<file path="src/rtl/hiod_pkg.sv">
package hiod_pkg;

  typedef enum logic [1:0] {
    SZ_B1  = 2'd0,
    SZ_B2  = 2'd1,
    SZ_B4  = 2'd2,
    SZ_RSV = 2'd3
  } io_size_e;

  // offset of the last byte of an access from its first byte
  function automatic logic [1:0] last_byte_off(io_size_e sz);
    case (sz)
      SZ_B2:   last_byte_off = 2'd1;
      SZ_B4:   last_byte_off = 2'd3;
      default: last_byte_off = 2'd0;
    endcase
  endfunction

  function automatic logic size_legal(io_size_e sz);
    size_legal = (sz != SZ_RSV);
  endfunction

endpackage

</file>
<file path="src/rtl/hiod_span.sv">
module hiod_span
  import hiod_pkg::*;
#(
  parameter int ADDR_W = 16
) (
  input  logic [ADDR_W-1:0] addr,
  input  io_size_e          size,
  output logic [ADDR_W:0]   last_addr,
  output logic              wrap
);

  localparam int EXT_W = ADDR_W + 1;

  logic [1:0] off;
  logic       legal;

  always_comb begin
    off       = last_byte_off(size);
    legal     = size_legal(size);
    last_addr = {1'b0, addr} + {{(EXT_W-2){1'b0}}, off};
    // carry out of the top address bit means the access crosses the top
    wrap      = legal & last_addr[ADDR_W];
  end

endmodule

</file>
<file path="src/rtl/hiod_match.sv">
module hiod_match
  import hiod_pkg::*;
#(
  parameter int                ADDR_W        = 16,
  parameter logic [ADDR_W-1:0] CFG_ADDR_PORT = 16'h0CF8,
  parameter logic [ADDR_W-1:0] CFG_DATA_PORT = 16'h0CFC,
  parameter int                DATA_SPAN     = 4
) (
  input  logic [ADDR_W-1:0] addr,
  input  io_size_e          size,
  input  logic [ADDR_W:0]   last_addr,
  input  logic              cfg_enable,
  output logic              hit_ptr,
  output logic              hit_data
);

  localparam int            EXT_W     = ADDR_W + 1;
  localparam logic [ADDR_W:0] DATA_LO = {1'b0, CFG_DATA_PORT};
  localparam logic [ADDR_W:0] DATA_HI = DATA_LO + EXT_W'(DATA_SPAN - 1);

  logic in_window;

  always_comb begin
    hit_ptr   = (size == SZ_B4) && (addr == CFG_ADDR_PORT);
    in_window = size_legal(size)
             && ({1'b0, addr} >= DATA_LO)
             && (last_addr <= DATA_HI);
    hit_data  = cfg_enable && in_window;
  end

endmodule

</file>
<file path="src/rtl/hiod_cfgptr.sv">
module hiod_cfgptr #(
  parameter int DATA_W    = 32,
  parameter int RSVD_LSBS = 2
) (
  input  logic              clk,
  input  logic              rst_n,
  input  logic              wr_en,
  input  logic [DATA_W-1:0] wdata,
  output logic [DATA_W-1:0] ptr_q
);

  localparam logic [DATA_W-1:0] KEEP_MASK =
    {{(DATA_W-RSVD_LSBS){1'b1}}, {RSVD_LSBS{1'b0}}};

  logic [DATA_W-1:0] ptr_d;

  always_comb begin
    ptr_d = ptr_q;
    if (wr_en) ptr_d = wdata & KEEP_MASK;
  end

  always_ff @(posedge clk or negedge rst_n) begin
    if (!rst_n) ptr_q <= '0;
    else if (wr_en) ptr_q <= ptr_d;
  end

  assert_ptr_hold_R3: assert property (@(posedge clk) disable iff (!rst_n)
    !wr_en |=> $stable(ptr_q))
    else $error("pointer changed without a claimed write");

  assert_ptr_lsbs_R4: assert property (@(posedge clk) disable iff (!rst_n)
    wr_en |=> ptr_q[RSVD_LSBS-1:0] == '0)
    else $error("pointer reserved bits not zero");

endmodule

</file>
<file path="src/rtl/host_io_decoder.sv">
module host_io_decoder
  import hiod_pkg::*;
#(
  parameter int                ADDR_W        = 16,
  parameter int                DATA_W        = 32,
  parameter logic [ADDR_W-1:0] CFG_ADDR_PORT = 16'h0CF8,
  parameter logic [ADDR_W-1:0] CFG_DATA_PORT = 16'h0CFC,
  parameter int                EN_BIT        = 31,
  parameter int                RSVD_LSBS     = 2
) (
  input  logic              clk,
  input  logic              rst_n,
  input  logic              in_valid,
  input  logic [ADDR_W-1:0] in_addr,
  input  logic [1:0]        in_size,
  input  logic              in_write,
  input  logic [DATA_W-1:0] in_wdata,
  output logic              out_valid,
  output logic              out_claim,
  output logic              out_fwd,
  output logic [ADDR_W-1:0] out_addr,
  output logic              out_wrap,
  output logic [DATA_W-1:0] out_rdata
);

  localparam int DATA_SPAN = 1 << RSVD_LSBS;

  io_size_e          size_e;
  logic [ADDR_W:0]   last_addr;
  logic              span_wrap;
  logic              hit_ptr;
  logic              hit_data;
  logic [DATA_W-1:0] ptr_q;
  logic              ptr_wr;

  logic              valid_d, claim_d, fwd_d, wrap_d;
  logic [ADDR_W-1:0] addr_d;
  logic [DATA_W-1:0] rdata_d;

  assign size_e = io_size_e'(in_size);

  hiod_span #(.ADDR_W(ADDR_W)) u_span (
    .addr      (in_addr),
    .size      (size_e),
    .last_addr (last_addr),
    .wrap      (span_wrap)
  );

  hiod_match #(
    .ADDR_W        (ADDR_W),
    .CFG_ADDR_PORT (CFG_ADDR_PORT),
    .CFG_DATA_PORT (CFG_DATA_PORT),
    .DATA_SPAN     (DATA_SPAN)
  ) u_match (
    .addr       (in_addr),
    .size       (size_e),
    .last_addr  (last_addr),
    .cfg_enable (ptr_q[EN_BIT]),
    .hit_ptr    (hit_ptr),
    .hit_data   (hit_data)
  );

  hiod_cfgptr #(.DATA_W(DATA_W), .RSVD_LSBS(RSVD_LSBS)) u_ptr (
    .clk   (clk),
    .rst_n (rst_n),
    .wr_en (ptr_wr),
    .wdata (in_wdata),
    .ptr_q (ptr_q)
  );

  // next-state for the result stage
  always_comb begin
    ptr_wr  = in_valid && in_write && hit_ptr;
    valid_d = in_valid;
    claim_d = in_valid && (hit_ptr || hit_data);
    fwd_d   = in_valid && !(hit_ptr || hit_data);
    addr_d  = in_valid ? in_addr : '0;
    wrap_d  = in_valid && span_wrap;
    rdata_d = (in_valid && !in_write && hit_ptr) ? ptr_q : '0;
  end

  always_ff @(posedge clk or negedge rst_n) begin
    if (!rst_n) begin
      out_valid <= 1'b0;
      out_claim <= 1'b0;
      out_fwd   <= 1'b0;
      out_addr  <= '0;
      out_wrap  <= 1'b0;
      out_rdata <= '0;
    end else begin
      out_valid <= valid_d;
      out_claim <= claim_d;
      out_fwd   <= fwd_d;
      out_addr  <= addr_d;
      out_wrap  <= wrap_d;
      out_rdata <= rdata_d;
    end
  end

  assert_idle_R1: assert property (@(posedge clk) disable iff (!rst_n)
    !in_valid |=> (!out_valid && !out_claim && !out_fwd))
    else $error("result raised after an idle cycle");

  assert_latency_R1: assert property (@(posedge clk) disable iff (!rst_n)
    in_valid |=> out_valid)
    else $error("result missing one cycle after a request");

  assert_one_route_R2: assert property (@(posedge clk) disable iff (!rst_n)
    out_valid |-> ($countones({out_claim, out_fwd}) == 1))
    else $error("claim and forward not exclusive");

  assert_passthru_R7: assert property (@(posedge clk) disable iff (!rst_n)
    in_valid |=> (out_addr == $past(in_addr)))
    else $error("forwarded address altered");

  assert_no_wrap_1b_R9: assert property (@(posedge clk) disable iff (!rst_n)
    (in_valid && in_size == 2'd0) |=> !out_wrap)
    else $error("wrap raised on a single-byte access");

  assert_rsv_size_R11: assert property (@(posedge clk) disable iff (!rst_n)
    (in_valid && in_size == 2'd3) |=> (out_fwd && !out_wrap))
    else $error("reserved size not forwarded plainly");

  assert_write_rdata_R10: assert property (@(posedge clk) disable iff (!rst_n)
    (in_valid && in_write) |=> (out_rdata == '0))
    else $error("read data on a write result");

endmodule

</file>
<file path="config.mk">
export PLATFORM = sky130hd
export DESIGN_NAME = host_io_decoder
export DESIGN_NICKNAME = d
export VERILOG_FILES = /design/src/rtl/hiod_pkg.sv /design/src/rtl/hiod_span.sv /design/src/rtl/hiod_match.sv /design/src/rtl/hiod_cfgptr.sv /design/src/rtl/host_io_decoder.sv
export SDC_FILE = /design/constraint.sdc
export NUM_CORES = 1
export LEC_CHECK = 0
export ABC_AREA = 1
export ABC_CLOCK_PERIOD_IN_PS = 1000
export CORE_ASPECT_RATIO = 1.1
export CORE_MARGIN = 8
export CORE_UTILIZATION = 48
export CTS_CLUSTER_DIAMETER = 80
export DETAILED_ROUTE_END_ITERATION = 16
export PLACE_DENSITY = 0.89
export SLEW_MARGIN = 0
export SYNTH_ARGS = -nofsm -noshare
export SYNTH_HDL_FRONTEND = slang
export SYNTH_HIERARCHICAL = 1
export SYNTH_SLANG_ARGS = --single-unit
</file>
<file path="constraint.sdc">
create_clock -name clk -period 1 [get_ports clk]
set_input_delay 0.15 -clock clk [delete_from_list [all_inputs] [get_ports clk]]
set_output_delay 0.15 -clock clk [all_outputs]
set_load 0.03 [all_outputs]
</file>
==> results of run 1 <==
## metrics by stage
step / hold WS, ps / cell area, µm² / power [mW]
6_report: 61.4 / 6150 / 7.37
4_1_cts: 40.8 / 6050 / 7.30
3_5_place_dp: 210 / 5050 / 4.24
2_1_floorplan: -146 / 3710 / 3.68
5_1_grt: 67.1 / 6150 / 7.61
3_3_place_gp: 203 / 5050 / 4.22
## registers in the layout, summed over array words and instances, names as in the netlist
signal and flops:
out_rdata 32, u_ptr/ptr_q 30, out_addr 16, out_claim 1
out_fwd 1, out_valid 1, out_wrap 1
## path summary, 6_finish.rpt
check | startpoint | to | slack (ps) | depth (start not counted)
setup / recovery | in_size[0] | out_claim | -980 | 19
hold / removal | in_addr[4] | out_addr[4] | 60 | 3
setup reg to reg | u_ptr/ptr_q[31] | out_claim | -130 | 6
hold reg to reg | u_ptr/ptr_q[8] | u_ptr/ptr_q[8] | 490 | 2
max in group asynchronous | rst_n | u_ptr/ptr_q[11] | 290 | 3
min in group asynchronous | rst_n | out_rdata[23] | 370 | 3
## tightest hold or removal path, delay by kind of cell
kind / cells / cell delay (ps)
buffers and inverters: 2 / 170
and+or+nand+nor: 1 / 60
## per-layer routing
| layer | routed length, µm | GRT usage | part of all wire | up-vias |
|---|---|---|---|---|
| li1 | - | - | - | 1532 |
| met1 | 4180 | 0.212 | 0.34 | 1644 |
| met2 | 6970 | 0.444 | 0.56 | 146 |
| met3 | 794 | 0.0596 | 0.064 | 31 |
| met4 | 503 | 0.108 | 0.040 | 0 |
| met5 | 0 | 0 | 0 | - |
## final cells by class
class,count,area share
tap,87,0.0177
multi-input combinational,243,0.261
sequential,82,0.334
clock buffer,11,0.0246
inverter,77,0.0508
timing repair buffer,169,0.290
timing repair inverter,2,0.00468
clock inverter,5,0.0175
## power by group
group	total [mW]	internal [mW]	switching, mW
combinational	0.864	0.422	0.442
clock	3.13	1.82	1.31
sequential	3.37	3.35	0.0242
total	7.37	5.59	1.78
## timing repair
item | CTS | global route
hold buffers | 1 | 0
endpoints found under the setup margin | 115 | 115
cloned | 8 | 0
hold endpoints to repair | 82 | 0
buffers inserted | 15 | 9
gates resized for setup | 204 | 66
pin swaps | 47 | 21
==> impl_results.md, run 1 <==
* DR WL/cell at 18.4 µm
* Syn Std Cell Area at around 3600 µm²
* H-tree levels at 3
* GRT overflow at 0
* Starting Density at 0.490
* Mean Syn Cell Area at just under 9 µm²
* Max Clk Rate at between 500 and 600 MHz
* Drt first pass iters at 4
* CP Launch Type: primary input
* Outcome: finished with violations
* Clk sinks at 82
* Peak VDD IR at 0.791 mV
* Clock transition at path regs at ~90 ps
* DP Cell Count at 636
* DP Worst Slack at -1730 ps
* Via count at 3353
* RSZ-0062 raised after global routing: true
* CTS Buf Count at 9
* Final WL at 12.5 mm
* Fill cells at slightly above 400
* Total negative slack at -10240 ps
* # rows at 33
* IO Pins at between 100 and 150
* Worst clock skew at 14.1 ps
* Leak pwr at 3.11 nW
* Most frequent cells in the layout: nand2_1, dfrtp_1, inv_1
* FF+latch area at between 2000 and 2500 µm²
* Core footprint at 7390 µm²
* Largest net degree at the start of global routing at a little over 80
* DRC errors left at 0
* Commonest non-fill, non-tap cell in the layout: nand2_1
* Final hold viol count at 0
* CP Buf/Inv Count at 5
* Non-filler cells, final at 676
* Die span in x at 98.8 µm
* Chip height at about 110 µm
* Max Fanout on Critical Path at 6
* Max clock buf depth at 2
* Area of the multi-input gates at roughly 1600 µm²
* Final Critical Period at 1980 ps
* Synth warnings at 6
* Clk_lat worst skew at 350 ps
* Final setup viols at ~100
* Routed Antenna Nets at 0
* Nets at roughly 640
* Cells after synthesis at about 410
* Crit-path cells: buf_8, inv_6, ha_4, inv_4, ha_4, inv_2, fa_2, inv_2, nand2_2, nor2_4, nand3_2, nand2_1, nand2_1, nor2_1, nand2_1, nand3b_1, a21oi_2, nor2_1, nor2_1
* Drt initial violations at around 160
* Die ar. at roughly 11000 µm²
* CP top delay family: simple AND/OR/NAND/NOR gates
* Fin util at 0.832
* Setup CP Type: primary input to flip-flop
* Initial antenna violation count at 0
* Port bufs at slightly above 100
* Layout area overhead at 70.0%
* CTS root buffer: clkbuf_8
* Critical Path AT at 2240 ps
* Final max-slew violation count at 0
* Pwr/cell area at between 1000 and 1500 nW/µm²
* Failing checks: setup timing
* Ant. Diodes at 0
* First-pass GRT wire length at 18.5 mm
* Tot GR Track Use at 0.227
* Max incr delay on CP at ~330 ps
* CP endpoint kind: flip-flop
* CTS tree: yes
* Final WS setup at -979 ps
* Routability congestion estimate at 0.911
* Max Cap Viol at 0
* Crit-path slowest cell: fa_2
* Fraction of layout cells with a size suffix above 1 at 0.482
* Hpwl dp at ~7 mm
* Vias per inst at approximately 5
* Final Cycle Share at 1.98
* Vias in the first global route at around 3600
* Worst Hold Class: primary input to flip-flop
* Critical Path RT at between 1000 and 1500 ps
Note: power is estimated with default switching activity, not from simulation.
==> run 2, diff against run 1 <==
- SLEW_MARGIN: 0 -> not set
==> results of run 2 <==
Final layout, timing and power as in run 1 (identical DEF).
==> run 3, diff against run 2 <==
- CORE_ASPECT_RATIO: 1.1 -> 1.25
==> impl_results.md, run 3 (same netlist as run 1, synthesis figures left out) <==
* Largest regs: out_rdata: 32 flops, u_ptr/ptr_q: 30 flops, out_addr: 16 flops
* First-pass GRT wire length at about 18 mm
* RSZ-0062 raised after global routing: true
* Final max-slew violation count at 0
* Final Critical Period at 2050 ps
* CTS tree: yes
* Non-filler cells, final at ~700
* Chip height at around 110 µm
* Clock transition at path regs at ~100 ps
* Die ar. at between 10000 and 15000 µm²
* CP endpoint kind: flip-flop
* Tot GR Track Use at 0.214
* Critical path depth at 19
* Layout area overhead at 77.2%
* Vias in the first global route at 3545
* Die span in x at 93.7 µm
* Vias per inst at around 5.1
* H-tree levels at 3
* Routed Antenna Nets at 0
* CTS root buffer: clkbuf_8
* Most frequent cells in the layout: dfrtp_1, nand2_1, inv_1
* Core footprint at 7360 µm²
* Port bufs at between 100 and 150
* GRT overflow at 0
* Register-to-Register Path Depth at 6
* Clk_lat worst skew at ~360 ps
* Worst Hold Class: primary input to flip-flop
* IO Pins at 106
* DR WL/cell at ~20 µm
* Max Cap Viol at 0
* Final hold viol count at 0
* Final setup viols at between 100 and 150
* RR Startpoint: u_ptr/ptr_q[31]
* Worst clock skew at ~14 ps
* Drt first pass iters at 4
* CP top delay family: simple AND/OR/NAND/NOR gates
* Setup CP Type: primary input to flip-flop
* Critical Path RT at between 1000 and 1500 ps
* Ant. Diodes at 0
* DP Cell Count at 640
* Max FFs per register at 32
* Via count at approximately 3400
* Critical Path AT at 2320 ps
* CP endpoint: out_claim
* Pwr/cell area at 1050 nW/µm²
* Nets at about 640
* Fraction of layout cells with a size suffix above 1 at 0.499
* Max Fanout on Critical Path at 6
* CP Launch Type: primary input
* Leak pwr at ~3.2 nW
* Largest net degree at the start of global routing at 83
* Max clock buf depth at 2
* Crit-path cells: buf_8, ha_4, inv_4, ha_4, inv_2, fa_2, inv_2, nand2_2, nor2_4, nand3_2, nand2_1, nand2_1, inv_1, nand2_1, nor2_1, nand3b_1, a21oi_2, nor2_1, nor2_1
* R2R Path End: out_claim
* Failing checks: setup timing
* Final WL at around 14 mm
* Clk sinks at 82
* Drt initial violations at 180
* Outcome: finished with violations
* Biggest register: out_rdata
* CTS Buf Count at 9
* Final Cycle Share at 2.05
* Final hold slack at roughly 32 ps
* Hpwl dp at 6.88 mm
* Commonest non-fill, non-tap cell in the layout: dfrtp_1
* Max Clk Rate at ~490 MHz
* Initial antenna violation count at 0
* Routability congestion estimate at 0.893
* R2R setup slack at -200 ps
* Crit. Startpoint: in_size[1]
* DRC errors left at 0
* Crit-path slowest cell: fa_2
* Max incr delay on CP at ~340 ps
* CP Buf/Inv Count at 5
* # rows at 35
* Peak VDD IR at 0.797 mV
* Final WS setup at -1050 ps
* Starting Density at 0.492
run 3: cell types whose count changed in the layout (fill, tap and decap cells not counted), moves of 3 or more:
cell / before / now
nor2_4: 34 / 37
nand2_4: 15 / 28
bufinv_16: 3 / 0
buf_6: 54 / 50
nand2_2: 54 / 50
inv_2: 6 / 3
nand2_1: 86 / 76
buf_2: 12 / 6
buf_12: 17 / 27
buf_4: 47 / 44
run 3: worst reg2reg max path, cell delays in order, from the launching register on:
cell and delay, ps:
dfrtp_1 430, nand2_1 90, nor2_1 120, nand3b_1 110, a21oi_2 150, nor2_1 50, nor2_1 160
run 3: cell type report:
type / instances / area (µm²)
Clock buffer: 10 / 138
Clock inverter: 6 / 56.3
Fill cell: 324 / 945
Inverter: 77 / 325
Multi-Input combinational cell: 243 / 1740
Sequential cell: 82 / 2050
Tap cell: 92 / 115
Timing Repair Buffer: 169 / 1940
Timing Repair inverter: 2 / 46.3
run 3: how the worst min path moves through the flow:
stage | from | to | cells after the start
after floorplan | rst_n | out_addr[0] | 0
after global placement | rst_n | out_rdata[28] | 2
after detailed placement | rst_n | out_rdata[24] | 2
after CTS | in_addr[4] | out_addr[4] | 3
after global routing | in_addr[4] | out_addr[4] | 3
final | in_addr[4] | out_addr[4] | 3
run 3: per-layer routing:
metal | vias up | global-route usage | part of all wire | routed length, µm
li1 | 1534 | - | - | -
met1 | 1685 | 0.221 | 0.35 | 4850
met2 | 174 | 0.389 | 0.54 | 7430
met3 | 55 | 0.0490 | 0.058 | 791
met4 | 0 | 0.110 | 0.047 | 639
met5 | - | 0 | 0 | 0
run 3: power by group:
part,leakage (nW),switching (mW),internal [mW]
sequential,1.12,0.0260,3.35
combinational,1.98,0.446,0.452
clock,0.0973,1.41,1.03
total,3.20,1.88,4.83
run 3: stage by stage:
stage	total power, mW	utilization	area (µm²)	setup TNS [ps]	worst slack (ps)
after global placement	4.24	0.693	5100	-61870	-1620
after global routing	6.96	0.872	6410	-17750	-1110
after floorplan	3.68	-	3710	-9990	-968
after detailed placement	4.26	0.693	5100	-65050	-1750
final	6.72	0.872	6410	-14590	-1050
after CTS	6.58	0.809	5950	-12890	-924
run 3: timing repair:
action / in CTS / in global routing
gates cloned: 7 / 2
hold endpoints to repair: 82 / 0
resized for setup: 184 / 132
endpoints found under the setup margin: 115 / 115
pin swaps: 24 / 40
hold buffers: 1 / 0
setup buffers: 12 / 7
